### config.mk
export PLATFORM = sky130hd
export DESIGN_NAME = tmr_engine
export DESIGN_NICKNAME = d
export VERILOG_FILES = /design/src/rtl/tmr_pkg.sv /design/src/rtl/tmr_step.sv /design/src/rtl/tmr_gate_edge.sv /design/src/rtl/tmr_engine.sv
export SDC_FILE = /design/constraint.sdc
export NUM_CORES = 1
export LEC_CHECK = 0
export ABC_AREA = 1
export BUFFER_PORTS_ARGS = -buffer_cell sky130_fd_sc_hd__buf_4
export CORE_ASPECT_RATIO = 1.2
export CORE_MARGIN = 5
export CORE_UTILIZATION = 25
export DETAILED_ROUTE_END_ITERATION = 10
export GPL_ROUTABILITY_DRIVEN = 1
export PLACE_DENSITY_LB_ADDON = 0.12
export SETUP_SLACK_MARGIN = 0.5
export SLEW_MARGIN = 20
export SYNTH_ARGS = -nofsm -noshare
export SYNTH_HDL_FRONTEND = slang
export SYNTH_SLANG_ARGS = --single-unit
### constraint.sdc
create_clock -name clk -period 4.6 [get_ports clk]
set_clock_uncertainty 0.1 [all_clocks]
set_input_delay 0.23 -clock clk [delete_from_list [all_inputs] [get_ports clk]]
set_output_delay 0.23 -clock clk [all_outputs]
set_load 0.03 [all_outputs]
### src/rtl/tmr_pkg.sv
`timescale 1ns/1ps
package tmr_pkg;

    typedef enum logic [2:0] {
        ST_IDLE,
        ST_ARMED,
        ST_RELOAD,
        ST_RUN,
        ST_AFTER
    } tmr_state_e;

    // Modes 6 and 7 fold onto 2 and 3.
    function automatic logic [2:0] eff_mode(input logic [2:0] m);
        return (m[2] && m[1]) ? {1'b0, m[1:0]} : m;
    endfunction

    // Modes in which a low gate suspends counting.
    function automatic logic gate_halts(input logic [2:0] em);
        return (em == 3'd0) || (em == 3'd2) || (em == 3'd3) || (em == 3'd4);
    endfunction

endpackage

### src/rtl/tmr_step.sv
`timescale 1ns/1ps
module tmr_step #(
    parameter int W = 16
) (
    input  logic [W-1:0] val_i,
    input  logic         two_i,
    input  logic         bcd_i,
    output logic [W-1:0] res_o,
    output logic         wrap_o
);
    localparam int DIG = W / 4;

    logic [DIG:0]   brw;
    logic [W-1:0]   dec_res;
    logic [W-1:0]   bin_res;
    logic [1:0]     amt0;

    assign amt0   = two_i ? 2'd2 : 2'd1;
    assign brw[0] = 1'b0;

    for (genvar g = 0; g < DIG; g++) begin : g_digit
        logic [3:0] d;
        logic [3:0] sub;
        assign d   = val_i[g*4 +: 4];
        assign sub = {3'b000, brw[g]} + ((g == 0) ? {2'b00, amt0} : 4'd0);
        assign brw[g+1] = (d < sub);
        assign dec_res[g*4 +: 4] = (d < sub) ? 4'(d + 4'd10 - sub) : 4'(d - sub);
    end

    assign bin_res = val_i - W'(amt0);
    assign res_o   = bcd_i ? dec_res : bin_res;
    assign wrap_o  = bcd_i ? brw[DIG] : (val_i < W'(amt0));
endmodule

### src/rtl/tmr_gate_edge.sv
`timescale 1ns/1ps
module tmr_gate_edge (
    input  logic clk,
    input  logic rst_n,
    input  logic gate_i,
    output logic rise_o
);
    logic gate_q;

    always_ff @(posedge clk or negedge rst_n) begin
        if (!rst_n) gate_q <= 1'b0;
        else        gate_q <= gate_i;
    end

    assign rise_o = gate_i && !gate_q;
endmodule

### src/rtl/tmr_engine.sv
`timescale 1ns/1ps
module tmr_engine
    import tmr_pkg::*;
#(
    parameter int W = 16
) (
    input  logic         clk,
    input  logic         rst_n,
    input  logic         tick_i,
    input  logic         gate_i,
    input  logic [2:0]   mode_i,
    input  logic         bcd_i,
    input  logic [W-1:0] reload_i,
    input  logic         count_wr_i,
    input  logic         ctrl_wr_i,
    output logic         out_o,
    output logic [W-1:0] count_o,
    output logic         loaded_o
);
    localparam int             DIG     = W / 4;
    localparam logic [W-1:0]   CNT_ONE = W'(1);
    localparam logic [W-1:0]   CNT_TWO = W'(2);
    localparam logic [W-1:0]   NINES   = {DIG{4'h9}};

    tmr_state_e   st_q, st_n;
    logic [W-1:0] cnt_q, cnt_n, even_cnt, step_val;
    logic         out_q, out_n, ld_q, ld_n;
    logic [2:0]   em;
    logic         halt, rise, sq, wrap;

    assign em       = eff_mode(mode_i);
    assign halt     = gate_halts(em) && !gate_i;
    assign sq       = (em == 3'd3);
    assign even_cnt = {cnt_q[W-1:1], 1'b0};

    tmr_gate_edge u_edge (
        .clk    (clk),
        .rst_n  (rst_n),
        .gate_i (gate_i),
        .rise_o (rise)
    );

    tmr_step #(.W(W)) u_step (
        .val_i  (sq ? even_cnt : cnt_q),
        .two_i  (sq),
        .bcd_i  (bcd_i),
        .res_o  (step_val),
        .wrap_o (wrap)
    );

    always_comb begin
        st_n  = st_q;
        cnt_n = cnt_q;
        out_n = out_q;
        ld_n  = 1'b0;
        if (ctrl_wr_i) begin
            st_n  = ST_IDLE;
            cnt_n = '0;
            out_n = (em != 3'd0);
        end else if (count_wr_i) begin
            unique case (em)
                3'd0: begin
                    st_n  = ST_RELOAD;
                    out_n = 1'b0;
                end
                3'd1, 3'd5: st_n = ST_ARMED;
                3'd2, 3'd3: if (st_q != ST_RUN) st_n = ST_RELOAD;
                default:    st_n = ST_RELOAD;
            endcase
        end else if (rise && ((st_q == ST_ARMED && (em == 3'd1 || em == 3'd5)) ||
                              (st_q == ST_RUN   && (em == 3'd2 || em == 3'd3)))) begin
            st_n = ST_RELOAD;
            if (em == 3'd1) out_n = 1'b0;
        end else if (tick_i) begin
            unique case (st_q)
                ST_RELOAD: begin
                    cnt_n = reload_i;
                    ld_n  = 1'b1;
                    st_n  = ST_RUN;
                end
                ST_RUN: if (!halt) begin
                    if (em == 3'd2) begin
                        if (cnt_q == CNT_ONE) begin
                            out_n = 1'b1;
                            cnt_n = reload_i;
                            ld_n  = 1'b1;
                        end else begin
                            cnt_n = step_val;
                            if (cnt_q == CNT_TWO) out_n = 1'b0;
                        end
                    end else if (sq) begin
                        if (cnt_q[0] && out_q) begin
                            cnt_n = even_cnt;
                        end else if (even_cnt == CNT_TWO) begin
                            out_n = !out_q;
                            cnt_n = reload_i;
                            ld_n  = 1'b1;
                        end else begin
                            cnt_n = step_val;
                        end
                    end else if (cnt_q == CNT_ONE) begin
                        cnt_n = '0;
                        out_n = (em <= 3'd1);
                        st_n  = ST_AFTER;
                    end else begin
                        cnt_n = step_val;
                    end
                end
                ST_AFTER: if (!halt) begin
                    cnt_n = step_val;
                    out_n = 1'b1;
                end
                default: ;
            endcase
        end
        if ((em == 3'd2 || em == 3'd3) && !gate_i) out_n = 1'b1;
    end

    always_ff @(posedge clk or negedge rst_n) begin
        if (!rst_n) st_q <= ST_IDLE;
        else        st_q <= st_n;
    end

    always_ff @(posedge clk or negedge rst_n) begin
        if (!rst_n) begin
            cnt_q <= '0;
            out_q <= 1'b0;
            ld_q  <= 1'b0;
        end else begin
            cnt_q <= cnt_n;
            out_q <= out_n;
            ld_q  <= ld_n;
        end
    end

    assign out_o    = out_q;
    assign count_o  = cnt_q;
    assign loaded_o = ld_q;

    // a control write sets the output level and clears the count
    p_ctrl_low_r2: assert property (@(posedge clk) disable iff (!rst_n)
        ctrl_wr_i && eff_mode(mode_i) == 3'd0 |=> !out_o && count_o == '0);
    p_ctrl_high_r2: assert property (@(posedge clk) disable iff (!rst_n)
        ctrl_wr_i && eff_mode(mode_i) != 3'd0 |=> out_o && count_o == '0);
    // a count write in mode 0 pulls the output low
    p_m0_write_low_r3: assert property (@(posedge clk) disable iff (!rst_n)
        !ctrl_wr_i && count_wr_i && em == 3'd0 |=> !out_o);
    // no tick, no movement
    p_hold_no_tick_r4: assert property (@(posedge clk) disable iff (!rst_n)
        !tick_i && !ctrl_wr_i |=> $stable(count_o));
    p_gate_freeze_r4: assert property (@(posedge clk) disable iff (!rst_n)
        tick_i && !gate_i && (em == 3'd0 || em == 3'd4) && st_q == ST_RUN &&
        !ctrl_wr_i && !count_wr_i |=> $stable(count_o));
    // the strobe lasts one tick
    p_strobe_one_tick_r8: assert property (@(posedge clk) disable iff (!rst_n)
        st_q == ST_AFTER && !out_o && tick_i && !halt && !ctrl_wr_i && !count_wr_i
        |=> out_o);
    // low gate forces the output high in the periodic modes
    p_gate_low_high_r10: assert property (@(posedge clk) disable iff (!rst_n)
        (em == 3'd2 || em == 3'd3) && !gate_i |=> out_o);
    // wrap from zero lands on all nines or all ones
    p_wrap_r11: assert property (@(posedge clk) disable iff (!rst_n)
        st_q == ST_AFTER && tick_i && !halt && !ctrl_wr_i && !count_wr_i && wrap
        |=> count_o == ($past(bcd_i) ? NINES : '1));
    // a load pulse carries the reload value
    p_load_value_r13: assert property (@(posedge clk) disable iff (!rst_n)
        loaded_o |-> count_o == $past(reload_i));
endmodule

### Word-level counts from Yosys, hierarchy flattened

Cells that the tools add are included.
W data, S select, Z words.

* reductions and logical operators: 31
* magnitude comparators: 5
* add/sub/neg operators: 13
* mux-type cells: 60
* equality and inequality tests: 31

Operators with widths (number)
* $mux W16: 13
* $pmux W16 S3: 1
* $mux W3: 10
* $mux W1: 27
* $ne A8 B4 Y1 const B: 3
* $sub A4 B1 Y4: 6
* $ne A5 B4 Y1 const B: 4
* $add A4 B4 Y4 const B: 4
* $eq A16 B1 Y1 const B: 1
* $eq A16 B2 Y1 const B: 1
* $mux W4: 4
* $sub A16 B2 Y16: 1
* $eq A15 B1 Y1 const B: 1
* $reduce_and A7 Y1: 2
* $eq A3 B2 Y1 const B: 4
* $lt A4 B1 Y1: 3
* $pmux W3 S2: 2
* $reduce_and A10 Y1: 1
* $reduce_bool A5 Y1: 2
* $eq A3 B3 Y1 const B: 3
* $logic_and A1 B1 Y1: 8
* $ne A8 B7 Y1 const B: 1
* $reduce_bool A4 Y1: 2
* $sub A4 B2 Y4: 2
* 23 further kinds: 34

* input bits: 26
* register bits: 22
* output and inout bits: 18

### Logic depth before layout (Yosys ltp)

Gate-level depths: netlist of the first run.

* depth in word-level cells: 20
* mapped depth: 29

### Hierarchy

Synthesis of the first run repeated with hierarchy kept, for this count alone.

* cells, all modules: 628
* area total of the unflattened synthesis: 3552.2 um^2

Modules (own cells, without submodules)
* tmr_engine: area each 2317.2 um^2, cells each 420, instances 1, seq. area each 525.5 um^2
* tmr_step: area each 1199.9 um^2, cells each 205, instances 1, seq. area each 0.0 um^2
* tmr_gate_edge: area each 35.0 um^2, cells each 3, instances 1, seq. area each 25.0 um^2

### Worst setup path before layout of the first run

Ideal clock, no wire load.

* kind: register to register
* start point: register cnt_q[0] (netlist: count_o[0])
* end point: register cnt_q[15] (netlist: count_o[15])
* data arrival time: 3982 ps
* clock period less this slack: 4148 ps
* path slack: 452 ps
* library setup time: 66 ps
* stages on the path, launching flop included: 26
* cells stage by stage: dfrtp_1 -> inv_1 -> nand2_1 -> inv_1 -> fa_1 -> nand2_1 -> inv_1 -> ha_1 -> ha_1 -> nand2_1 -> inv_1 -> ha_1 -> ha_1 -> nand2_1 -> inv_1 -> ha_1 -> ha_1 -> o21ai_0 -> inv_1 -> o21ai_0 -> nand2_1 -> o21ai_0 -> nand3_1 -> nand2_1 -> nand2_1 -> nand2_1

* longest elaborated chain between the ends: 17

Ends and longest elaborated chain
* start: declaration: line tmr_engine.sv:26 `logic [W-1:0] cnt_q, cnt_n, even_cnt, step_val;`
* start signal: assignment: line tmr_engine.sv:130 `cnt_q <= cnt_n;`
* $mux W1: line tmr_engine.sv:44 `.val_i (sq ? even_cnt : cnt_q),`
* $lt A4 B2 Y1: line tmr_step.sv:26 `assign brw[g+1] = (d < sub);`
* $lt A4 B1 Y1 (2 in a row): line tmr_step.sv:26
* $sub A4 B1 Y4 or $lt A4 B1 Y1 (tied branches)
* $mux W4: line tmr_step.sv:27 `assign dec_res[g*4 +: 4] = (d < sub) ? 4'(d + 4'd10 - sub) : 4'(d - sub);`
* $mux W16: line tmr_step.sv:31 `assign res_o = bcd_i ? dec_res : bin_res;`
* $mux W16: line tmr_engine.sv:94 `end else if (even_cnt == CNT_TWO) begin`
* $mux W16: line tmr_engine.sv:92 `if (cnt_q[0] && out_q) begin`
* $mux W16: line tmr_engine.sv:91 `end else if (sq) begin`
* $mux W16: line tmr_engine.sv:82 `if (em == 3'd2) begin`
* $mux W16: line tmr_engine.sv:81 `ST_RUN: if (!halt) begin`
* $pmux W16 S3: line tmr_engine.sv:75 `unique case (st_q)`
* $mux W16: line tmr_engine.sv:74 `end else if (tick_i) begin`
* $mux W16: line tmr_engine.sv:70 `end else if (rise && ((st_q == ST_ARMED && (em == 3'd1 || em == 3'd5)) ||`
* $mux W16: line tmr_engine.sv:60 `end else if (count_wr_i) begin`
* $mux W16: line tmr_engine.sv:56 `if (ctrl_wr_i) begin`

Several ways; a longest one is shown, not always the timed one. The select of a mux whose other input is x is not followed.
A chain may end at the register's enable or synchronous reset.

### Worst setup path after layout of the first run

Same ends and word-level chain as after synthesis.

==> results of run 1 <==
stage by stage:
| stage | worst slack, ps | hold WS (ps) |
|---|---|---|
| final | 768.4 | 153.7 |
| after global routing | 493.1 | 155.4 |
| after CTS | 503.2 | 145.4 |
| after detailed placement | 218.5 | 68.73 |
| after global placement | 360.2 | 69.15 |
| after floorplan | 551.7 | -165.6 |
cells in the mapped netlist (all sizes together):
cell	instances
clkbuf	3
a21oi	24
ha	23
inv	74
o21ai	35
nand3	64
a31oi	2
nand2	166
nor2	63
o211ai	11
nand4	13
clkinv	1
xnor2	5
dfrtp	22
nor3	5
o41ai	1
buf	8
xor2	7
o22ai	1
nor4	1
fa	2
worst min-delay path by stage:
stage / slack [ps] / startpoint / cells after the start / endpoint
floorplan: -170 / rst_n / 0 / count_o[0]
CTS: 150 / reload_i[5] / 5 / count_o[5]
finish: 150 / reload_i[5] / 5 / count_o[5]
detailed placement: 70 / rst_n / 1 / count_o[5]
global route: 160 / reload_i[5] / 5 / count_o[5]
global placement: 70 / rst_n / 1 / count_o[5]
layout make-up:
| type | count | area [sq um] |
|---|---|---|
| clock buffers | 4 | 78.83 |
| fillers | 1417 | 8740 |
| inverters | 75 | 281.5 |
| multi-input cells | 423 | 2332 |
| flip-flops and latches | 22 | 553.0 |
| well taps | 164 | 205.2 |
| repair buffers | 48 | 365.4 |
registers in the layout, summed over array words and instances, names as in the netlist:
| signal | count |
|---|---|
| u_edge.gate_q | 1 |
| st_q | 3 |
| count_o | 16 |
| loaded_o | 1 |
| out_o | 1 |
critical path, delay by kind of cell, from the launching register on:
family / cells / cell delay (ps)
DFF: 1 / 380
buffers and inverters: 8 / 500
AOI/OAI and AO/OA: 3 / 310
xor gates and xnor gates: 1 / 140
and+or+nand+nor: 8 / 610
adders and majority gates: 8 / 1650
power breakdown:
group	leakage (nW)	switching, mW	total [mW]	internal (mW)
combinational	1.59	0.375	0.574	0.199
sequential	0.283	0.0387	0.254	0.215
clock	0.0382	0.0919	0.211	0.119
layer usage:
layer	vias to the layer above	track usage	part of all wire
met4	0	0.04409	0.015
met3	17	0.01408	0.034
met5	-	0	0
met2	98	0.2879	0.51
li1	1812	-	-
met1	1662	0.2090	0.44
timing repair:
item	4_1_cts	5_1_grt
setup endpoints to repair	3	3
hold buffers	2	0
resized for setup	6	15
pin swaps	0	2
cloned	0	0
hold endpoints to repair	23	0
setup buffers	0	1
kinds of logic (layout without fill, tap and decap cells):
family / after synthesis / after routing
AND/OR/NAND/NOR: 312 / 312
buffers and inverters: 86 / 127
AO/OA/AOI/OAI: 74 / 74
adder cells (fa/ha/maj): 25 / 25
flip-flops: 22 / 22
XOR/XNOR: 12 / 12
==> impl_metrics.env, run 1 <==
export IMPL_status="finished clean"
export IMPL_synth_compound_area_share=0.1380
export IMPL_finalSetupViolCount=0
export IMPL_instances_no_fill=736
export IMPL_ir_drop_mv=0.1047
export IMPL_area_growth_pct=19.89
export IMPL_period_share=0.8330
export IMPL_dp_cells=729
export IMPL_synth_fa_ha_area_frac=0.1030
export IMPL_synth_top_family_by_area="simple AND/OR/NAND/NOR gates"
export IMPL_cts_tree="done"
export IMPL_rsz0062_at_grt="no"
export IMPL_worstMarginPinSlew_ps=726.0
export IMPL_maxSlewViolCount=0
export IMPL_drt_first_iter_violations=221
export IMPL_syn_avg_cell_area_sq_um=5.994
export IMPL_startpoint="count_o[0]"
export IMPL_hold_violations=0
export IMPL_crit_slowest_cell="dfrtp_2"
export IMPL_ff2ff_path_depth=28
export IMPL_final_common_cell="nand2_1"
export IMPL_synth_simple_area_share=0.4458
export IMPL_die_y_um=133.6
export IMPL_regToRegStartpoint="count_o[0]"
export IMPL_critPathKind="flop to flop"
export IMPL_pwr_density_cell_mw_per_mm2=272.3
export IMPL_wirelength_um=12070
export IMPL_final_setup_tns_ps=0
export IMPL_clk_latency_ps=270
export IMPL_layout_drive_gt1_share=0.1941
export IMPL_grt_overflow_total=0
export IMPL_initial_utilization=0.2535
export IMPL_cap_violations=0
export IMPL_yosys_top_cells_area="nand2_1 19%, dfrtp_1 17%, nand3_1 9.4%"
export IMPL_die_area_sq_mm=0.01510
export IMPL_ys_seq_area_frac=0.1730
export IMPL_slew_headroom=0.5139
export IMPL_fmax_mhz=261.0
export IMPL_critical_path_endpoint_type="flop"
export IMPL_r2r_slack_ps=770
export IMPL_clock_sinks=22
export IMPL_place_area_sq_mm=0.003667
export IMPL_crit_top_cell="inv_1"
export IMPL_grt_first_pass_wirelength_um=19530
export IMPL_grt_max_degree=32
export IMPL_ys_ff_latch=22
export IMPL_clockBufferDepth=2
export IMPL_synth_area_mux_share=0
export IMPL_final_area_sq_mm=0.003816
export IMPL_port_buffers=43
export IMPL_num_antenna_cells=0
export IMPL_endpoint="count_o[15]"
export IMPL_numCtsBuffers=3
export IMPL_grt_pass1_vias=3577
export IMPL_hpwl_um=9358
export IMPL_synth_nets=582
export IMPL_antenna_found_initial=0
export IMPL_critPathMaxFanout=7
export IMPL_worst_ep_arrival_time_ps=3890
export IMPL_synth_cell_types=34
export IMPL_gp_congestion=0.8692
export IMPL_path_clk_slew_ps=80
export IMPL_ys_warn_count=0
export IMPL_max_stage_delay_ps=380
export IMPL_r2r_end="count_o[15]"
export IMPL_grt_usage=0.1622
export IMPL_synth_cell_area_sq_mm=0.003183
export IMPL_final_nets=624
export IMPL_root_buffer="clkbuf_16"
export IMPL_cts_max_level=1
export IMPL_fp_dieW_um=113.0
export IMPL_num_rows=45
export IMPL_drc=0
export IMPL_power_mw=1.039
export IMPL_leakage_nw=1.908
export IMPL_synth_top_area_frac=0.1863
export IMPL_synth_top_cell_by_area="nand2_1"
export IMPL_ant_nets=0
export IMPL_viasPerCell=4.876
export IMPL_coreArea_sq_mm=0.01256
export IMPL_cp_start_kind="flop"
export IMPL_min_period_ps=3832
export IMPL_hp_class="input port to flop"
export IMPL_final_cell_mix="155 x nand2_1, 61 x inv_1, 60 x nand3_1"
export IMPL_wl_per_cell_um=16.40
export IMPL_syn_inst=531
export IMPL_synthXorXnorAreaFrac=0.03302
export IMPL_final_util=0.3039
export IMPL_timing_critical_path_required_ps=4660
export IMPL_ios=44
export IMPL_dr_pass1_iters=7
export IMPL_num_vias=3589
Note: power is estimated with default switching activity, not from simulation.
==> inputs of run 2 (changes only) <==
- clock period: 4.6 -> 3.84 ns (I/O delays scaled with it)
==> run 2 against run 1 <==
Against the previous run: sequential power up 20%; global-route usage grew 0.30 points; wire length up 1.1%; critical endpoint unchanged; largest cell class unchanged; largest power group unchanged; highest routed layer unchanged.
==> impl_metrics.env, run 2 (synthesis results as in run 1) <==
export IMPL_status="finished clean"
export IMPL_slew_headroom=0.5544
export IMPL_clockBufferDepth=2
export IMPL_worst_ep_arrival_time_ps=3440
export IMPL_initial_utilization=0.2535
export IMPL_clockPowerShare=0.199
export IMPL_layout_drive_gt1_share=0.2538
export IMPL_final_common_cell="nand2_1"
export IMPL_ff2ff_path_depth=28
export IMPL_hp_class="input port to flop"
export IMPL_critical_path_endpoint_type="flop"
export IMPL_p_int_uw=716.3
export IMPL_final_nets=643
export IMPL_clk_latency_ps=270
export IMPL_worstMarginPinSlew_ps=665.5
export IMPL_drc=0
export IMPL_final_area_sq_mm=0.004126
export IMPL_rsz0062_at_grt="yes"
export IMPL_hold_violations=0
export IMPL_final_setup_tns_ps=0
export IMPL_antenna_found_initial=0
export IMPL_cp_start_kind="flop"
export IMPL_wl_per_cell_um=16.17
export IMPL_switching_power_uw=631.7
export IMPL_pwr_density_cell_mw_per_mm2=326.7
export IMPL_power_mw=1.348
export IMPL_numCtsBuffers=3
export IMPL_timing_critical_path_required_ps=3950
export IMPL_holdPathStages=5
export IMPL_largest_reg_flops=16
export IMPL_crit_top_cell="ha_4"
export IMPL_p_comb_frac=0.574
export IMPL_port_buffers=43
export IMPL_grt_usage=0.1653
export IMPL_wirelength_um=12210
export IMPL_leakage_nw=2.023
export IMPL_hpwl_um=9394
export IMPL_crit_slowest_cell="dfrtp_2"
export IMPL_cts_tree="done"
export IMPL_cap_violations=0
export IMPL_ir_drop_mv=0.1654
export IMPL_final_util=0.3287
export IMPL_die_y_um=133.6
export IMPL_dr_pass1_iters=5
export IMPL_critPathMaxFanout=3
export IMPL_num_rows=45
export IMPL_cts_max_level=1
export IMPL_max_stage_delay_ps=370
export IMPL_clock_sinks=22
export IMPL_instances_no_fill=755
export IMPL_fmax_mhz=300.2
export IMPL_p_seq_frac=0.226
export IMPL_ant_nets=0
export IMPL_num_vias=3656
export IMPL_critPathKind="flop to flop"
export IMPL_viasPerCell=4.842
export IMPL_area_growth_pct=29.64
export IMPL_grt_first_pass_wirelength_um=19840
export IMPL_period_share=0.8675
export IMPL_sw_frac_of_total=0.4686
export IMPL_dp_cells=729
export IMPL_place_area_sq_mm=0.003795
export IMPL_grt_pass1_vias=3593
export IMPL_gp_congestion=0.8155
export IMPL_maxSlewViolCount=0
export IMPL_grt_max_degree=31
export IMPL_fp_dieW_um=113.0
export IMPL_drt_first_iter_violations=319
export IMPL_min_period_ps=3331
export IMPL_num_antenna_cells=0
export IMPL_grt_overflow_total=0
export IMPL_ios=44
export IMPL_path_clk_slew_ps=70
export IMPL_coreArea_sq_mm=0.01256
export IMPL_final_cell_mix="153 x nand2_1, 65 x buf_4, 60 x nand3_1"
export IMPL_finalSetupViolCount=0
export IMPL_die_area_sq_mm=0.01510
export IMPL_root_buffer="clkbuf_16"
[run 2: changes by cell type in the layout (fill, tap and decap cells not counted), moves of 2 or more]
cell and change:
inv_2 +3, o21ai_0 -3, o21ai_1 +2, nand2_4 +3
ha_2 +2, ha_4 +9, buf_4 +19, inv_1 -5
a21oi_2 -2, ha_1 -11, a21oi_1 +2, nand2_1 -2
[run 2: through the flow]
stage          hold WS (ps)  setup WS [ps]
4_1_cts               112.8          469.5
6_report              119.7          508.6
3_3_place_gp          27.62          331.3
5_1_grt               135.1          234.5
3_5_place_dp          27.78          230.2
2_1_floorplan        -203.6          438.8
[run 2: final cells by class]
cell class	instances	area, sq um
Timing Repair Buffer	67	508.0
Fill cell	1376	8429
Tap cell	164	205.2
Multi-Input combinational cell	423	2481
Inverter	75	289.0
Sequential cell	22	554.3
Clock buffer	4	88.84
[run 2: power by group through the flow]
stage                     Combinational [mW]  Sequential [mW]  Clock (mW)
after floorplan                        0.462            0.342           0
after global placement                 0.703            0.312           0
after detailed placement               0.704            0.312           0
after CTS                              0.753            0.306       0.282
after global routing                   0.868            0.313       0.288
final                                  0.774            0.305       0.269
[run 2: critical path: cells and delay by family, from the launching register on]
family / cells / cell delay, ps
buf+inv: 7 / 310
fa+ha+maj: 8 / 1400
flops: 1 / 370
xor+xnor: 1 / 110
compound gates: 3 / 340
simple gates: 9 / 620
[run 2: routing by layer]
layer  global-route usage  share of wire  wire length, um
met5                    0              0                0
met2               0.2866           0.50             6094
met1               0.2118           0.43             5281
met4              0.05077          0.025              300
met3              0.02135          0.044              533
[run 2: path summary, 6_finish.rpt]
check                            start     endpoint  slack [ps]
setup / recovery            count_o[0]  count_o[15]         510
hold / removal             reload_i[7]   count_o[7]         120
setup reg to reg            count_o[0]  count_o[15]         510
hold reg to reg                st_q[2]      st_q[2]         460
max in group asynchronous        rst_n   count_o[0]        3110
min in group asynchronous        rst_n   count_o[5]         260
[run 2: what timing repair did]
action	4_1_cts	5_1_grt
endpoints found under the setup margin	4	5
endpoints found under the hold margin	23	0
pin swaps	10	17
hold buffers	2	0
buffers inserted	14	6
resized for setup	9	11
==> inputs of run 3 (changes only) <==
- ABC_AREA: 1 -> unset
==> run 3 against run 2 <==
Against the previous run: clock-buffer cell count unchanged; utilization increased by 0.22 points; maximum frequency decreased by 12%; combinational power increased to 2.9 times the previous value; critical path type unchanged; critical path depth decreased by 5; worst hold slack got worse by 120 ps; die area decreased by 4.8%; setup slack got worse by 460 ps; sequential share of layout area increased by 0.53 points; largest cell class unchanged; via count decreased by 15%; synthesized cell count decreased by 28%; largest power group unchanged; final area decreased by 4.2%.
==> impl_metrics.env, run 3 <==
export IMPL_fp_dieW_um=110.3
export IMPL_syn_inst=384
export IMPL_r2r_slack_ps=50
export IMPL_root_buffer="clkbuf_16"
export IMPL_ys_warn_count=0
export IMPL_async_reset_ff_frac=1.000
export IMPL_endpoint="count_o[14]"
export IMPL_grt_overflow_total=0
export IMPL_die_area_sq_mm=0.01437
export IMPL_cts_tree="done"
export IMPL_area_growth_pct=31.08
export IMPL_worst_ep_arrival_time_ps=3790
export IMPL_final_util=0.3309
export IMPL_synthTopCellsByCount="33 x nor2_1, 32 x inv_1, 30 x nand2_1"
export IMPL_crit_top_cell="ha_4"
export IMPL_period_share=0.9862
export IMPL_layout_drive_gt1_share=0.2984
export IMPL_leakage_nw=1.725
export IMPL_min_period_ps=3787
export IMPL_hp_class="input port to flop"
export IMPL_synth_top_cell_by_area="dfrtp_1"
export IMPL_critical_path_endpoint_type="flop"
export IMPL_yosysMostFrequentCell="nor2_1"
export IMPL_wirelength_um=11170
export IMPL_critPathKind="flop to flop"
export IMPL_dr_pass1_iters=4
export IMPL_coreArea_sq_mm=0.01195
export IMPL_regToRegStartpoint="count_o[0]"
export IMPL_synth_nets=435
export IMPL_clk_latency_ps=270
export IMPL_pwr_density_cell_mw_per_mm2=725.5
export IMPL_grt_usage=0.1573
export IMPL_max_stage_delay_ps=420
export IMPL_fmax_mhz=264.1
export IMPL_num_vias=3123
export IMPL_cp_start_kind="flop"
export IMPL_ios=44
export IMPL_grt_first_pass_wirelength_um=17550
export IMPL_final_common_cell="buf_4"
export IMPL_finalSetupViolCount=0
export IMPL_clock_sinks=22
export IMPL_numCtsBuffers=3
export IMPL_nFillCells=1305
export IMPL_crit_path_cell_trace="a21o_1, inv_2, fa_2, nand2_4, inv_4, ha_4, ha_4, nand2_4, inv_4, ha_4, ha_4, and2_4, ha_4, inv_2, ha_4, inv_2, ha_4, nand2_1, and3_1, a211o_1, mux2i_4, a2bb2oi_1, o221ai_1"
export IMPL_slew_headroom=0.4584
export IMPL_startpoint="count_o[0]"
export IMPL_clockBufferDepth=2
export IMPL_critPathMaxFanout=3
export IMPL_viasPerCell=5.205
export IMPL_ir_drop_mv=0.1974
export IMPL_grt_max_degree=23
export IMPL_wl_per_cell_um=18.62
export IMPL_synth_top_area_frac=0.1826
export IMPL_cts_max_level=1
export IMPL_hold_violations=0
export IMPL_ff_latch_area_sq_um=551.8
export IMPL_r2r_end="count_o[14]"
export IMPL_rsz0062_at_grt="yes"
export IMPL_port_buffers=43
export IMPL_status="finished clean"
export IMPL_path_clk_slew_ps=80
export IMPL_timing_critical_path_required_ps=3840
export IMPL_crit_slowest_cell="fa_2"
export IMPL_ant_nets=0
export IMPL_synth_cell_area_sq_mm=0.003015
export IMPL_num_rows=44
export IMPL_maxSlewViolCount=0
export IMPL_largest_reg_flops=16
export IMPL_synth_ff_type="dfrtp_1"
export IMPL_ff2ff_path_depth=23
export IMPL_gp_congestion=0.7856
export IMPL_num_antenna_cells=0
export IMPL_ys_seq_area_frac=0.1826
export IMPL_initial_utilization=0.2524
export IMPL_die_y_um=130.3
export IMPL_worstMarginPinSlew_ps=810.1
export IMPL_final_cell_mix="70 x buf_4, 33 x nor2_1, 27 x inv_1, 27 x nand2_1, 22 x o21ai_0"
export IMPL_hpwl_um=8192
export IMPL_syn_avg_cell_area_sq_um=7.853
export IMPL_multi_input_area_sq_mm=0.002435
export IMPL_final_setup_tns_ps=0
export IMPL_ys_ff_latch=22
export IMPL_drt_first_iter_violations=184
export IMPL_synth_cell_types=73
export IMPL_cap_violations=0
export IMPL_grt_pass1_vias=3158
export IMPL_antenna_found_initial=0
export IMPL_synth_edf_count=0
export IMPL_final_nets=491
export IMPL_drc=0
export IMPL_yosys_top_cells_area="dfrtp_1 18%, ha_1 9.5%, xnor2_1 4.4%"
[run 3: cell count changes after synthesis, moves of 9 or more]
cell,before,now
nand3_1,60,7
nand2_1,158,30
inv_2,10,1
nor2_2,16,0
nor2_1,46,33
inv_1,64,32
nand4_1,13,1
a211oi_1,0,11
xnor2_1,5,15
[run 3: cells by family after synthesis]
kind of cell             Yosys count  synth area share
AND/OR/NAND/NOR                  134            0.2465
AO/OA/AOI/OAI                    121            0.2988
buffers and inverters             54           0.07718
adder cells (fa/ha/maj)           25            0.1087
flip-flops                        22            0.1826
XOR/XNOR                          19           0.05519
multiplexers                       9           0.03112
[run 3: power breakdown]
group / internal, mW / leakage [nW] / total [mW] / switching (mW)
combinational: 1.03 / 1.39 / 2.24 / 1.20
sequential: 0.279 / 0.291 / 0.357 / 0.0772
clock: 0.160 / 0.0442 / 0.273 / 0.113
[run 3: worst min-delay path by stage]
stage,startpoint,end,slack (ps),cells past startpoint
finish,gate_i,u_edge.gate_q,1,1
global route,gate_i,u_edge.gate_q,3,1
CTS,gate_i,u_edge.gate_q,1,1
detailed placement,rst_n,count_o[1],40,1
global placement,rst_n,count_o[1],30,1
floorplan,rst_n,count_o[0],-200,0
[run 3: cell type report]
class	instances	share of cell area
Tap cell	161	0.05097
Sequential cell	22	0.1396
Timing Repair Buffer	72	0.1383
Clock buffer	4	0.02248
Multi-Input combinational cell	308	0.6160
Inverter	33	0.03261
[run 3: timing repair]
action / in CTS / in global routing
hold buffers: 1 / 0
pin swaps: 14 / 12
setup endpoints to repair: 4 / 5
buffers inserted: 3 / 3
gates resized for setup: 18 / 8
cloned: 0 / 0
endpoints found under the hold margin: 22 / 0
[run 3: worst max-delay path, delay by kind of cell (launching register included)]
kind	cells	cell delay, ps
fa+ha+maj	8	1560
compound gates	4	660
simple gates	5	510
flops	1	360
buf+inv	5	230
mux	1	190
[run 3: per-stage QoR]
stage	worst slack, ps	total power [mW]	hold WS (ps)	instances	instance area (sq um)
2_1_floorplan	-345.4	1.787	-203.6	384	3109
3_5_place_dp	-69.30	2.285	38.45	589	3679
5_1_grt	-105.0	3.100	3.481	600	3953
3_3_place_gp	13.67	2.277	34.99	589	3679
6_report	52.84	2.868	1.167	600	3953
4_1_cts	-12.53	2.755	1.296	597	3884
[run 3: routing by layer]
layer | up-vias | routed length (um) | track usage
met4 | 0 | 88 | 0.03333
met3 | 6 | 432 | 0.01979
met5 | - | 0 | 0
met2 | 66 | 5565 | 0.2736
li1 | 1520 | - | -
met1 | 1531 | 5086 | 0.2077
